<file path="src/rtl/wp_pkg.sv">
package wp_pkg;

    typedef enum logic [1:0] {
        RES_NONE    = 2'd0,
        RES_CORRECT = 2'd1,
        RES_WAYMISS = 2'd2,
        RES_MISS    = 2'd3
    } res_status_e;

    typedef enum logic {
        PH_IDLE   = 1'b0,
        PH_VERIFY = 1'b1
    } phase_e;

endpackage

</file>
<file path="src/rtl/wp_table.sv">
module wp_table #(
    parameter int DEPTH = 64,
    parameter int WAY_W = 2,
    localparam int IDX_W = $clog2(DEPTH)
) (
    input  logic             clk,
    input  logic             rst_n,
    input  logic [IDX_W-1:0] rd_idx,
    output logic [WAY_W-1:0] rd_way,
    input  logic             wr_en,
    input  logic [IDX_W-1:0] wr_idx,
    input  logic [WAY_W-1:0] wr_way
);

    logic [WAY_W-1:0] entry_q [DEPTH];

    // Every entry points to way 0 out of reset; one retrain per cycle.
    always_ff @(posedge clk) begin
        if (!rst_n) begin
            for (int i = 0; i < DEPTH; i++) begin
                entry_q[i] <= '0;
            end
        end else if (wr_en) begin
            entry_q[wr_idx] <= wr_way;
        end
    end

    assign rd_way = entry_q[rd_idx];

endmodule

</file>
<file path="src/rtl/wp_tag_match.sv">
module wp_tag_match #(
    parameter int NUM_WAYS = 4,
    parameter int TAG_W    = 20,
    localparam int WAY_W   = $clog2(NUM_WAYS)
) (
    input  logic [NUM_WAYS*TAG_W-1:0] way_tags,
    input  logic [NUM_WAYS-1:0]       way_vld,
    input  logic [TAG_W-1:0]          probe_tag,
    input  logic [WAY_W-1:0]          guess_way,
    output logic                      any_hit,
    output logic                      guess_hit,
    output logic [WAY_W-1:0]          first_way
);

    logic [NUM_WAYS-1:0] hit_vec;

    // One comparator per way; an invalid way can never hit.
    for (genvar w = 0; w < NUM_WAYS; w++) begin : g_cmp
        assign hit_vec[w] = way_vld[w] &&
                            (way_tags[w*TAG_W +: TAG_W] == probe_tag);
    end

    assign any_hit   = |hit_vec;
    assign guess_hit = hit_vec[guess_way];

    // Lowest-numbered hitting way wins.
    always_comb begin
        first_way = '0;
        for (int w = NUM_WAYS - 1; w >= 0; w--) begin
            if (hit_vec[w]) begin
                first_way = WAY_W'(w);
            end
        end
    end

endmodule

</file>
<file path="src/rtl/wp_ctrl.sv">
module wp_ctrl
    import wp_pkg::*;
#(
    parameter int IDX_W = 6,
    parameter int WAY_W = 2,
    parameter int TAG_W = 20
) (
    input  logic             clk,
    input  logic             rst_n,
    input  logic             lk_valid,
    input  logic [IDX_W-1:0] lk_idx,
    input  logic [TAG_W-1:0] lk_tag,
    input  logic [WAY_W-1:0] lk_pred,
    output logic [TAG_W-1:0] stg_tag,
    output logic [WAY_W-1:0] stg_pred,
    input  logic             any_hit,
    input  logic             guess_hit,
    input  logic [WAY_W-1:0] first_way,
    output logic             res_valid,
    output res_status_e      res_status,
    output logic [WAY_W-1:0] res_hit_way,
    output logic             upd_en,
    output logic [IDX_W-1:0] upd_idx,
    output logic [WAY_W-1:0] upd_way
);

    phase_e           state_q, state_d;
    logic [IDX_W-1:0] stg_idx_q;
    logic [TAG_W-1:0] stg_tag_q;
    logic [WAY_W-1:0] stg_pred_q;

    // Next-state selection.
    always_comb begin
        state_d = state_q;
        unique case (state_q)
            PH_IDLE:   state_d = lk_valid ? PH_VERIFY : PH_IDLE;
            PH_VERIFY: state_d = lk_valid ? PH_VERIFY : PH_IDLE;
            default:   state_d = PH_IDLE;
        endcase
    end

    // State register.
    always_ff @(posedge clk) begin
        if (!rst_n) begin
            state_q <= PH_IDLE;
        end else begin
            state_q <= state_d;
        end
    end

    // Lookup context held for the verify cycle.
    always_ff @(posedge clk) begin
        if (!rst_n) begin
            stg_idx_q  <= '0;
            stg_tag_q  <= '0;
            stg_pred_q <= '0;
        end else if (lk_valid) begin
            stg_idx_q  <= lk_idx;
            stg_tag_q  <= lk_tag;
            stg_pred_q <= lk_pred;
        end
    end

    assign stg_tag  = stg_tag_q;
    assign stg_pred = stg_pred_q;
    assign upd_idx  = stg_idx_q;

    // Outputs per state.
    always_comb begin
        res_valid   = 1'b0;
        res_status  = RES_NONE;
        res_hit_way = '0;
        upd_en      = 1'b0;
        upd_way     = first_way;
        unique case (state_q)
            PH_IDLE: begin
                res_valid = 1'b0;
            end
            PH_VERIFY: begin
                res_valid = 1'b1;
                if (guess_hit) begin
                    res_status  = RES_CORRECT;
                    res_hit_way = stg_pred_q;
                end else if (any_hit) begin
                    res_status  = RES_WAYMISS;
                    res_hit_way = first_way;
                    upd_en      = 1'b1;
                end else begin
                    res_status  = RES_MISS;
                end
            end
            default: begin
                res_valid = 1'b0;
            end
        endcase
    end

endmodule

</file>
<file path="src/rtl/way_predictor.sv">
module way_predictor
    import wp_pkg::*;
#(
    parameter int NUM_WAYS  = 4,
    parameter int TBL_DEPTH = 64,
    parameter int PC_W      = 32,
    parameter int PC_LSB    = 2,
    parameter int SET_W     = 6,
    parameter int TAG_W     = 20,
    localparam int WAY_W    = $clog2(NUM_WAYS),
    localparam int IDX_W    = $clog2(TBL_DEPTH)
) (
    input  logic                      clk,
    input  logic                      rst_n,
    input  logic                      lk_valid,
    input  logic [PC_W-1:0]           lk_pc,
    input  logic [SET_W-1:0]          lk_set,
    input  logic [TAG_W-1:0]          lk_tag,
    output logic [WAY_W-1:0]          pred_way,
    output logic                      tag_rd_en,
    output logic [SET_W-1:0]          tag_rd_set,
    input  logic [NUM_WAYS*TAG_W-1:0] tag_rd_tags,
    input  logic [NUM_WAYS-1:0]       tag_rd_vld,
    output logic                      res_valid,
    output logic [1:0]                res_status,
    output logic [WAY_W-1:0]          res_hit_way
);

    logic [IDX_W-1:0] lk_idx;
    logic [TAG_W-1:0] stg_tag;
    logic [WAY_W-1:0] stg_pred;
    logic             any_hit, guess_hit;
    logic [WAY_W-1:0] first_way;
    logic             upd_en;
    logic [IDX_W-1:0] upd_idx;
    logic [WAY_W-1:0] upd_way;
    res_status_e      status_e;

    assign lk_idx     = lk_pc[PC_LSB +: IDX_W];
    assign tag_rd_en  = lk_valid;
    assign tag_rd_set = lk_set;
    assign res_status = status_e;

    logic unused_pc_bits;
    assign unused_pc_bits = ^{lk_pc};

    wp_table #(
        .DEPTH (TBL_DEPTH),
        .WAY_W (WAY_W)
    ) u_table (
        .clk    (clk),
        .rst_n  (rst_n),
        .rd_idx (lk_idx),
        .rd_way (pred_way),
        .wr_en  (upd_en),
        .wr_idx (upd_idx),
        .wr_way (upd_way)
    );

    wp_tag_match #(
        .NUM_WAYS (NUM_WAYS),
        .TAG_W    (TAG_W)
    ) u_match (
        .way_tags  (tag_rd_tags),
        .way_vld   (tag_rd_vld),
        .probe_tag (stg_tag),
        .guess_way (stg_pred),
        .any_hit   (any_hit),
        .guess_hit (guess_hit),
        .first_way (first_way)
    );

    wp_ctrl #(
        .IDX_W (IDX_W),
        .WAY_W (WAY_W),
        .TAG_W (TAG_W)
    ) u_ctrl (
        .clk         (clk),
        .rst_n       (rst_n),
        .lk_valid    (lk_valid),
        .lk_idx      (lk_idx),
        .lk_tag      (lk_tag),
        .lk_pred     (pred_way),
        .stg_tag     (stg_tag),
        .stg_pred    (stg_pred),
        .any_hit     (any_hit),
        .guess_hit   (guess_hit),
        .first_way   (first_way),
        .res_valid   (res_valid),
        .res_status  (status_e),
        .res_hit_way (res_hit_way),
        .upd_en      (upd_en),
        .upd_idx     (upd_idx),
        .upd_way     (upd_way)
    );

endmodule

</file>
<file path="config.mk">
export PLATFORM = sky130hd
export DESIGN_NAME = way_predictor
export DESIGN_NICKNAME = d
export VERILOG_FILES = /design/src/rtl/wp_pkg.sv /design/src/rtl/wp_table.sv /design/src/rtl/wp_tag_match.sv /design/src/rtl/wp_ctrl.sv /design/src/rtl/way_predictor.sv
export SDC_FILE = /design/constraint.sdc
export NUM_CORES = 1
export LEC_CHECK = 0
export BUFFER_PORTS_ARGS = -buffer_cell sky130_fd_sc_hd__buf_2
export CORE_AREA = 2 2 130 132
export DETAILED_ROUTE_END_ITERATION = 12
export DIE_AREA = 0 0 132 134
export PLACE_DENSITY_LB_ADDON = 0.2
export SETUP_SLACK_MARGIN = 0.5
export SYNTH_ARGS = -nofsm -noshare
export SYNTH_HDL_FRONTEND = slang
export SYNTH_HIERARCHICAL = 1
export SYNTH_SLANG_ARGS = --single-unit
</file>
<file path="constraint.sdc">
create_clock -name clk -period 3.7 [get_ports clk]
set_input_delay 0.37 -clock clk [delete_from_list [all_inputs] [get_ports clk]]
set_output_delay 0.37 -clock clk [all_outputs]
set_load 0.05 [all_outputs]
</file>
==> results.tsv, run 1 <==
stage	metric	value	unit
timing	hold_viol	0	
clock_tree	h-tree-depth	4	
grt	antenna_found_initial	1	
place	place_congestion	0.939	
grt	grt_use_total	25.1	%
clock_tree	cts-buffers-inserted	17	
grt	grt-busiest-layer	met2	
layout	nets	1032	
synth	synth_nets	942	
timing	setup-violations-final	0	
power_and_ir_drop	max-vdd-ir-drop	0.315	mV
timing	drv_slew	0	
synth	synth_edf_count	128	
grt	grt_start_max_net_pins	69	
power_and_ir_drop	total_power	0.00411	W
detailed_routing	drt-vias-per-instance	5.78	
synth	synth_cell_types	47	
layout	areaGrowthSynthToFinish	16.9	%
setup_path	required	3840	ps
synth	async_flop_share	0	%
synth	ys_ff_latch	157	
die	die_h	134	um
setup_path	worstSetupEndpointType	flip-flop	
synth	avgSynthCellArea	11.0	um^2
grt	grt_use_met3	4.76	%
die	rows	47	
clock_tree	tritoncts	yes	
timing	hold_ws	203	ps
detailed_routing	dr.pass1.iters	5	
layout	drive_gt1_share	26.6	%
timing	finalWorstSetupSlack	553	ps
detailed_routing	vias	6477	
grt	use_met1	31.6	%
clock_tree	clock_latency	430	ps
die	die_area	17700	um^2
timing	finClkSkew	10.1	ps
setup_path	worstPathMaxFanout	8	
clock_tree	cts_root_buffer	clkbuf_16	
clock_tree	cts_num_sinks	157	
detailed_routing	wl_per_cell	19.5	um
clock_tree	clkTransAtPathRegs	60	ps
synth	synth-main-ff-cell	edfxtp_1	
die	start_util	53.9	%
status	status	completed	
place	numPortBuffers	120	
clock_tree	hold_buffers	0	
place	dpl.hpwl	14.7	mm
setup_path	startpoint_type	flip-flop	
timing	setup_tns	0	ps
timing	slew_headroom	18.9	%
setup_path	critPathArrivalTime	3280	ps
setup_path	r2r_slack	550	ps
grt	grt_pass1_vias	6425	
detailed_routing	routed_wirelength	21.8	mm
timing	rsz0062_at_grt	true	
detailed_routing	first_iter_violations	417	
grt	grt_overflow_total	0	
synth	syn-instance-count	797	
detailed_routing	ant_nets	0	
die	ios	159	
grt	grt_pass1_wl	34.1	mm
layout	final_cell_mix	128 x nand2_1, 128 x edfxtp_1, 125 x and3_1	
place	place_ws	-43.7	ps
synth	syn_area	8780	um^2
job	drv_cap	0	
grt	met2_usage	42.5	%
timing	max_freq	318	MHz
die	die_w	132	um
power_and_ir_drop	p_per_area	400	nW/um^2
power_and_ir_drop	leakage	4.41	nW
timing	final.min_clock_period	3150	ps
timing	worst_slew_pin_slew	1210	ps
timing	timing.final.crit_share	85.0	%
layout	fin_util	63.0	%
hold_path	hold_class	primary input to flip-flop	
detailed_routing	drc	0	
setup_path	critPathKind	flip-flop to flip-flop	
synth	seq_area_frac_synth	50.4	%
synth	synth_warnings	6	
die	core_area	16300	um^2
clock_tree	clockBufferDepth	2	
==> metal layers <==
metal,up-vias,wire length (um)
met5,-,0
met1,3155,8940
met2,235,11000
met4,0,741
met3,51,1170
li1,3036,-
==> final timing paths <==
path | from | end | cells after the start
worst min-delay path | lk_tag[18] | u_ctrl/stg_tag[18] | 3
worst min register to register | u_ctrl/stg_tag[1] | u_ctrl/stg_tag[1] | 2
worst max-delay path | u_ctrl/stg_tag[15] | u_table/entry_q[8][1] | 12
worst max register to register | u_ctrl/stg_tag[15] | u_table/entry_q[8][1] | 12
==> registers in the layout (all words and copies together), names as in the netlist <==
register         cells
u_ctrl/state_q       1
u_ctrl/stg_pred      2
u_ctrl/upd_idx       6
u_ctrl/stg_tag      20
u_table/entry_q    128
==> power by group <==
group,switching (W),internal (W),leakage (nW)
Clock,0.000708,0.000919,0.277
Combinational,0.000236,0.000210,2.58
Sequential,0.0000610,0.00197,1.56
Total,0.00101,0.00310,4.41
==> per-stage QoR <==
step | std cells | instance area (um^2)
floorplan | 797 | 8780
global placement | 1083 | 9520
detailed placement | 1083 | 9520
CTS | 1115 | 10100
global route | 1121 | 10300
finish | 1121 | 10300
==> final cells by class <==
| class | count | area (um^2) |
|---|---|---|
| Multi-Input combinational cell | 560 | 4140 |
| Inverter | 2 | 7.51 |
| Tap cell | 220 | 275 |
| Antenna cell | 1 | 2.50 |
| Timing Repair Buffer | 149 | 862 |
| Clock buffer | 20 | 468 |
| Fill cell | 1327 | 6020 |
| Clock inverter | 12 | 85.1 |
| Sequential cell | 157 | 4430 |
==> critical path, cell delays in order, from the launching register on <==
cell,delay (ps)
dfxtp_1,520
xor2_1,120
nor4_1,300
nand3_1,210
or2_1,310
nand4b_1,150
and2_4,200
nand2_8,60
buf_6,150
nor3_2,170
nand2_2,220
nor4_4,260
nand2b_1,190
==> cell usage after synthesis, types with 2 or more instances <==
library cell / instances / area, um^2
nand4_1: 13 / 81.3
edfxtp_1: 128 / 3840
a311oi_1: 3 / 26.3
o21ai_0: 10 / 50.1
xnor2_1: 49 / 429
a21o_1: 2 / 15.0
nand2b_1: 6 / 37.5
buf_6: 2 / 22.5
and3_1: 125 / 782
a22oi_1: 6 / 45.0
clkbuf_1: 53 / 199
nor2_1: 16 / 60.1
buf_4: 14 / 105
inv_1: 2 / 7.51
o211ai_1: 2 / 15.0
nor3_1: 6 / 30.0
nand3_1: 11 / 55.1
and2_1: 14 / 87.6
mux4_2: 29 / 653
nand2_1: 130 / 488
dfxtp_1: 29 / 581
nor3b_1: 4 / 30.0
a22o_1: 2 / 17.5
buf_1: 2 / 7.51
nor2b_1: 34 / 213
buf_2: 5 / 25.0
xor2_1: 31 / 272
nand3b_1: 4 / 30.0
a21oi_1: 3 / 15.0
and3b_1: 2 / 17.5
nor4_1: 12 / 75.1
mux2i_1: 33 / 330
==> timing repair <==
item	in CTS	in global routing
gates resized for setup	15	32
setup endpoints to repair	218	186
pin swaps	1	6
setup buffers	0	5
==> cell families (layout without fill, tap and decap cells) <==
family	after synthesis	after routing	synth area share, %
AND/OR/NAND/NOR	381	381	23.0
multiplexers	63	63	11.3
flip-flops	157	157	50.4
other	0	1	0
AO/OA/AOI/OAI	36	36	2.86
buffers and inverters	80	183	4.46
XOR/XNOR	80	80	7.98
Note: power is estimated with default switching activity, not from simulation.
==> run 2: changes to the inputs <==
--- a/config.mk
+++ b/config.mk
@@ -9,7 +9,7 @@
 export CORE_AREA = 2 2 130 132
 export DETAILED_ROUTE_END_ITERATION = 12
 export DIE_AREA = 0 0 132 134
-export PLACE_DENSITY_LB_ADDON = 0.2
+export PLACE_DENSITY = 0.78
 export SETUP_SLACK_MARGIN = 0.5
 export SYNTH_ARGS = -nofsm -noshare
 export SYNTH_HDL_FRONTEND = slang
==> results.tsv, run 2 (synthesis gave the netlist of run 1 again) <==
stage	metric	value	unit
status	status	completed	
clock_tree	clock_latency	430	ps
timing	setup_tns	0	ps
timing	final.min_clock_period	3290	ps
clock_tree	h-tree-depth	4	
place	dpl.hpwl	14.5	mm
hold_path	hold_class	primary input to flip-flop	
setup_path	critPathArrivalTime	2920	ps
timing	finalWorstSetupSlack	410	ps
detailed_routing	dr.pass1.iters	5	
die	die_area	17700	um^2
timing	rsz0062_at_grt	true	
die	rows	47	
grt	grt_start_max_net_pins	95	
detailed_routing	wl_met2	11.5	mm
detailed_routing	ant_nets	0	
timing	setup-violations-final	0	
detailed_routing	vias	6632	
setup_path	r2r_slack	570	ps
clock_tree	tritoncts	yes	
power_and_ir_drop	leakage	4.50	nW
die	start_util	53.9	%
detailed_routing	wl_met3	1.60	mm
place	place_congestion	0.946	
clock_tree	cts_num_sinks	157	
die	ios	159	
setup_path	crit_slowest_cell	or4_4	
layout	regMostFlops	u_table/entry_q	
layout	fin_cells	1130	
place	place_ws	51.0	ps
grt	grt_overflow_total	0	
setup_path	r2r-end	u_table/entry_q[15][1]	
timing	hold_viol	0	
layout	drive_gt1_share	28.5	%
setup_path	critPathKind	flip-flop to primary output	
job	drv_cap	0	
power_and_ir_drop	p_per_area	401	nW/um^2
die	core_area	16300	um^2
detailed_routing	routed_wirelength	22.4	mm
die	die_h	134	um
clock_tree	hold_buffers	0	
layout	largest_register_ffs	128	
detailed_routing	drc	0	
layout	layout_commonest_cell	edfxtp_1	
setup_path	worstPathCellList	xor2_1 -> nor4_1 -> buf_4 -> nand4_1 -> buf_4 -> or4_4 -> nand4_1 -> buf_4 -> nand2b_4 -> and2_4 -> buf_8	
place	numPortBuffers	120	
layout	final_cell_mix	128 x edfxtp_1, 127 x nand2_1, 125 x and3_1	
detailed_routing	first_iter_violations	649	
setup_path	startpoint_type	flip-flop	
timing	finClkSkew	9.19	ps
die	die_w	132	um
layout	multi_input_area	4190	um^2
timing	max_freq	304	MHz
setup_path	ff2ff_path_depth	14	
clock_tree	clkTransAtPathRegs	70	ps
timing	worst_slew_pin_slew	1240	ps
setup_path	worstPathMaxFanout	3	
grt	antenna_found_initial	0	
setup_path	setup.worst_path.start	u_ctrl/stg_tag[18]	
layout	fill_cells	1231	
setup_path	worstSetupEndpointType	primary output	
setup_path	endpoint	res_status[0]	
detailed_routing	wl_met1	8.63	mm
timing	slew_headroom	17.0	%
detailed_routing	drt-vias-per-instance	5.87	
power_and_ir_drop	max-vdd-ir-drop	0.322	mV
grt	grt_pass1_wl	34.0	mm
clock_tree	clockBufferDepth	2	
grt	grt_pass1_vias	6349	
detailed_routing	highest_layer	met4	
layout	seqCellArea	4440	um^2
detailed_routing	wl_per_cell	19.8	um
layout	areaGrowthSynthToFinish	18.8	%
clock_tree	cts-buffers-inserted	17	
setup_path	required	3330	ps
timing	drv_slew	0	
clock_tree	cts_root_buffer	clkbuf_16	
setup_path	critPathMaxStageDelay	470	ps
layout	nets	1042	
setup_path	crit_top_cell	buf_4	
setup_path	reg2reg_from	u_ctrl/stg_tag[18]	
place	dp.cells	1092	
grt	grt_use_total	25.2	%
layout	n_antenna_cell	0	
timing	timing.final.crit_share	88.9	%
run 2: cell count changes in the layout (fill, tap and decap cells not counted), moves of 3 or more:
cell	delta
dfxtp_2	+3
dfxtp_1	-3
buf_8	+3
nor3_2	+3
inv_4	-3
inv_8	+4
run 2: worst min path at each step:
stage	startpoint	to	slack [ps]	cells after the start
after floorplan	u_ctrl/upd_idx[3]	u_ctrl/upd_idx[3]	480	2
after global placement	u_ctrl/stg_tag[2]	u_ctrl/stg_tag[2]	550	2
after detailed placement	u_ctrl/stg_pred[1]	u_ctrl/stg_pred[1]	580	2
after CTS	lk_tag[13]	u_ctrl/stg_tag[13]	190	3
after global routing	lk_tag[18]	u_ctrl/stg_tag[18]	210	3
final	lk_tag[18]	u_ctrl/stg_tag[18]	200	3
run 2: what timing repair did:
action | 4_1_cts | 5_1_grt
gates resized for setup | 27 | 35
setup buffers | 1 | 0
pin swaps | 4 | 3
setup endpoints to repair | 204 | 236
cloned | 0 | 5
run 2: per-stage QoR:
| stage | util, % | hold slack, ps | power (W) | instance area, um^2 |
|---|---|---|---|---|
| floorplan | - | 481 | 0.00235 | 8780 |
| global placement | 58.9 | 553 | 0.00250 | 9590 |
| detailed placement | 58.9 | 578 | 0.00251 | 9590 |
| CTS | 63.0 | 194 | 0.00419 | 10300 |
| global route | 64.0 | 208 | 0.00432 | 10400 |
| finish | 64.0 | 201 | 0.00419 | 10400 |
run 2: report_power, final:
group	leakage, nW	total [W]	internal, W	switching, W
logic	2.66	0.000468	0.000214	0.000254
clock network	0.287	0.00169	0.000942	0.000749
registers	1.56	0.00203	0.00197	0.0000554
run 2: cell type report:
type	instances	area share, %
Timing Repair Buffer	156	9.03
Clock buffer	19	4.45
Multi-Input combinational cell	563	40.1
Sequential cell	157	42.5
Clock inverter	13	1.14
Inverter	2	0.0720
Tap cell	220	2.64
run 2: routing by layer:
metal  track usage [%]  vias to the layer above
met5                 0                        -
met4              10.6                        0
met3              4.54                       52
met2              43.7                      305
met1              31.2                     3197
li1                  -                     3078
run 2: worst max-delay path, delay by kind of cell (launching register included):
family,cells,cell delay (ps)
xor gates and xnor gates,1,170
buffers and inverters,4,670
DFF,1,340
and+or+nand+nor,6,1330
==> run 3: changes to the inputs <==
--- a/config.mk
+++ b/config.mk
@@ -7,6 +7,7 @@
 export LEC_CHECK = 0
 export BUFFER_PORTS_ARGS = -buffer_cell sky130_fd_sc_hd__buf_2
 export CORE_AREA = 2 2 130 132
+export CTS_BUF_LIST = sky130_fd_sc_hd__clkbuf_8
 export DETAILED_ROUTE_END_ITERATION = 12
 export DIE_AREA = 0 0 132 134
 export PLACE_DENSITY = 0.78
==> results.tsv, run 3 (synthesis gave the netlist of run 1 again) <==
stage	metric	value	unit
status	status	completed	
detailed_routing	wl_per_cell	22.0	um
setup_path	startpoint_type	flip-flop	
timing	max_freq	305	MHz
power_and_ir_drop	power_frac_comb	12.9	%
hold_path	hold_class	primary input to flip-flop	
setup_path	worstPathMaxFanout	3	
layout	final_cell_mix	128 x edfxtp_1, 116 x buf_2, 91 x and3_1	
die	core_area	16300	um^2
place	dpl.hpwl	14.5	mm
power_and_ir_drop	p_sw_share	27.3	%
clock_tree	tritoncts	yes	
layout	regMostFlops	u_table/entry_q	
clock_tree	clockBufferDepth	2	
job	drv_cap	0	
power_and_ir_drop	leakage	4.47	nW
timing	slew_headroom	8.45	%
clock_tree	hold_buffers	0	
timing	final.min_clock_period	3280	ps
layout	largest_register_ffs	128	
layout	areaGrowthSynthToFinish	24.4	%
timing	hold_ws	159	ps
clock_tree	cts_root_buffer	clkbuf_8	
timing	rsz0062_at_grt	true	
power_and_ir_drop	max-vdd-ir-drop	0.258	mV
timing	finClkSkew	12.5	ps
die	die_h	134	um
power_and_ir_drop	pwr-share-clk	33.8	%
place	numPortBuffers	120	
power_and_ir_drop	p_per_area	348	nW/um^2
detailed_routing	drt-vias-per-instance	6.07	
power_and_ir_drop	seq_power_share	53.3	%
detailed_routing	ant_nets	0	
layout	n_antenna_cell	0	
detailed_routing	dr.pass1.iters	5	
timing	hold_viol	0	
place	place_congestion	0.946	
grt	grt_use_total	24.9	%
grt	grt_start_max_net_pins	95	
die	rows	47	
setup_path	required	3330	ps
timing	drv_slew	0	
clock_tree	cts-buffers-inserted	17	
setup_path	critPathKind	flip-flop to primary output	
detailed_routing	vias	7014	
clock_tree	h-tree-depth	4	
power_and_ir_drop	p_sw	0.00104	W
layout	layout_commonest_cell	edfxtp_1	
setup_path	r2r_slack	430	ps
grt	grt_pass1_vias	6371	
timing	worst_slew_pin_slew	1370	ps
timing	timing.final.crit_share	88.7	%
grt	grt_pass1_wl	33.8	mm
layout	fill_cells	1167	
layout	nets	1068	
clock_tree	cts_num_sinks	157	
die	ios	159	
detailed_routing	first_iter_violations	729	
die	die_w	132	um
timing	setup_tns	0	ps
power_and_ir_drop	cell_internal_pwr	0.00277	W
clock_tree	clock_latency	470	ps
layout	drive_gt1_share	39.1	%
grt	antenna_found_initial	0	
setup_path	worstSetupEndpointType	primary output	
grt	grt_overflow_total	0	
die	die_area	17700	um^2
clock_tree	clkTransAtPathRegs	90	ps
detailed_routing	routed_wirelength	25.4	mm
setup_path	critPathArrivalTime	2910	ps
die	start_util	53.9	%
timing	setup-violations-final	0	
detailed_routing	drc	0	
## run 3: metal layers
layer / GRT usage [%] / vias up / wire, um
li1: - / 3145 / -
met1: 30.5 / 3387 / 9080
met2: 43.1 / 395 / 13100
met3: 4.23 / 87 / 1990
met4: 11.8 / 0 / 1200
met5: 0 / - / 0
## run 3: power by group through the flow
stage | Sequential (W) | Combinational, W | Clock, W
after global placement | 0.00206 | 0.000445 | 0
after detailed placement | 0.00206 | 0.000451 | 0
after CTS | 0.00202 | 0.000459 | 0.00129
final | 0.00203 | 0.000491 | 0.00128
after global routing | 0.00204 | 0.000525 | 0.00136
after floorplan | 0.00204 | 0.000312 | 0
## run 3: what timing repair did
item                       CTS  global route
gates cloned                 0            19
pin swaps                    5            32
buffers inserted             2            11
resized for setup           32           159
setup endpoints to repair  209           258
## run 3: worst max-delay path, stage by stage, from the launching register on
cell,delay (ps)
dfxtp_1,470
xor2_1,120
nor4_2,310
nand4_1,210
buf_4,190
or4_4,460
nand4_1,120
buf_4,140
nand2b_4,130
and2_4,150
buf_8,140
## run 3: final cells by class
| type | count | area (um^2) | area share, % |
|---|---|---|---|
| tap | 220 | 275 | 2.52 |
| timing repair buffer | 169 | 1110 | 10.2 |
| multi-input combinational | 576 | 4710 | 43.1 |
| inverter | 2 | 7.51 | 0.0687 |
| sequential | 157 | 4430 | 40.5 |
| clock buffer | 18 | 248 | 2.27 |
| clock inverter | 14 | 149 | 1.36 |
## run 3: final timing paths
check,startpoint,cells past startpoint,to
worst max-delay path,u_ctrl/stg_tag[11],10,res_status[0]
worst min-delay path,lk_tag[18],3,u_ctrl/stg_tag[18]
worst max register to register,u_ctrl/stg_tag[11],16,u_table/entry_q[38][1]
worst min register to register,u_ctrl/stg_pred[1],2,u_ctrl/stg_pred[1]
## run 3: per-stage QoR
stage	area, um^2	setup slack [ps]	std cells	utilization, %	power [W]
after floorplan	8780	597	797	-	0.00235
after global placement	9590	124	1092	58.9	0.00250
after detailed placement	9590	51.0	1092	58.9	0.00251
after CTS	10100	424	1126	62.0	0.00377
after global routing	10900	279	1156	67.1	0.00392
final	10900	417	1156	67.1	0.00381
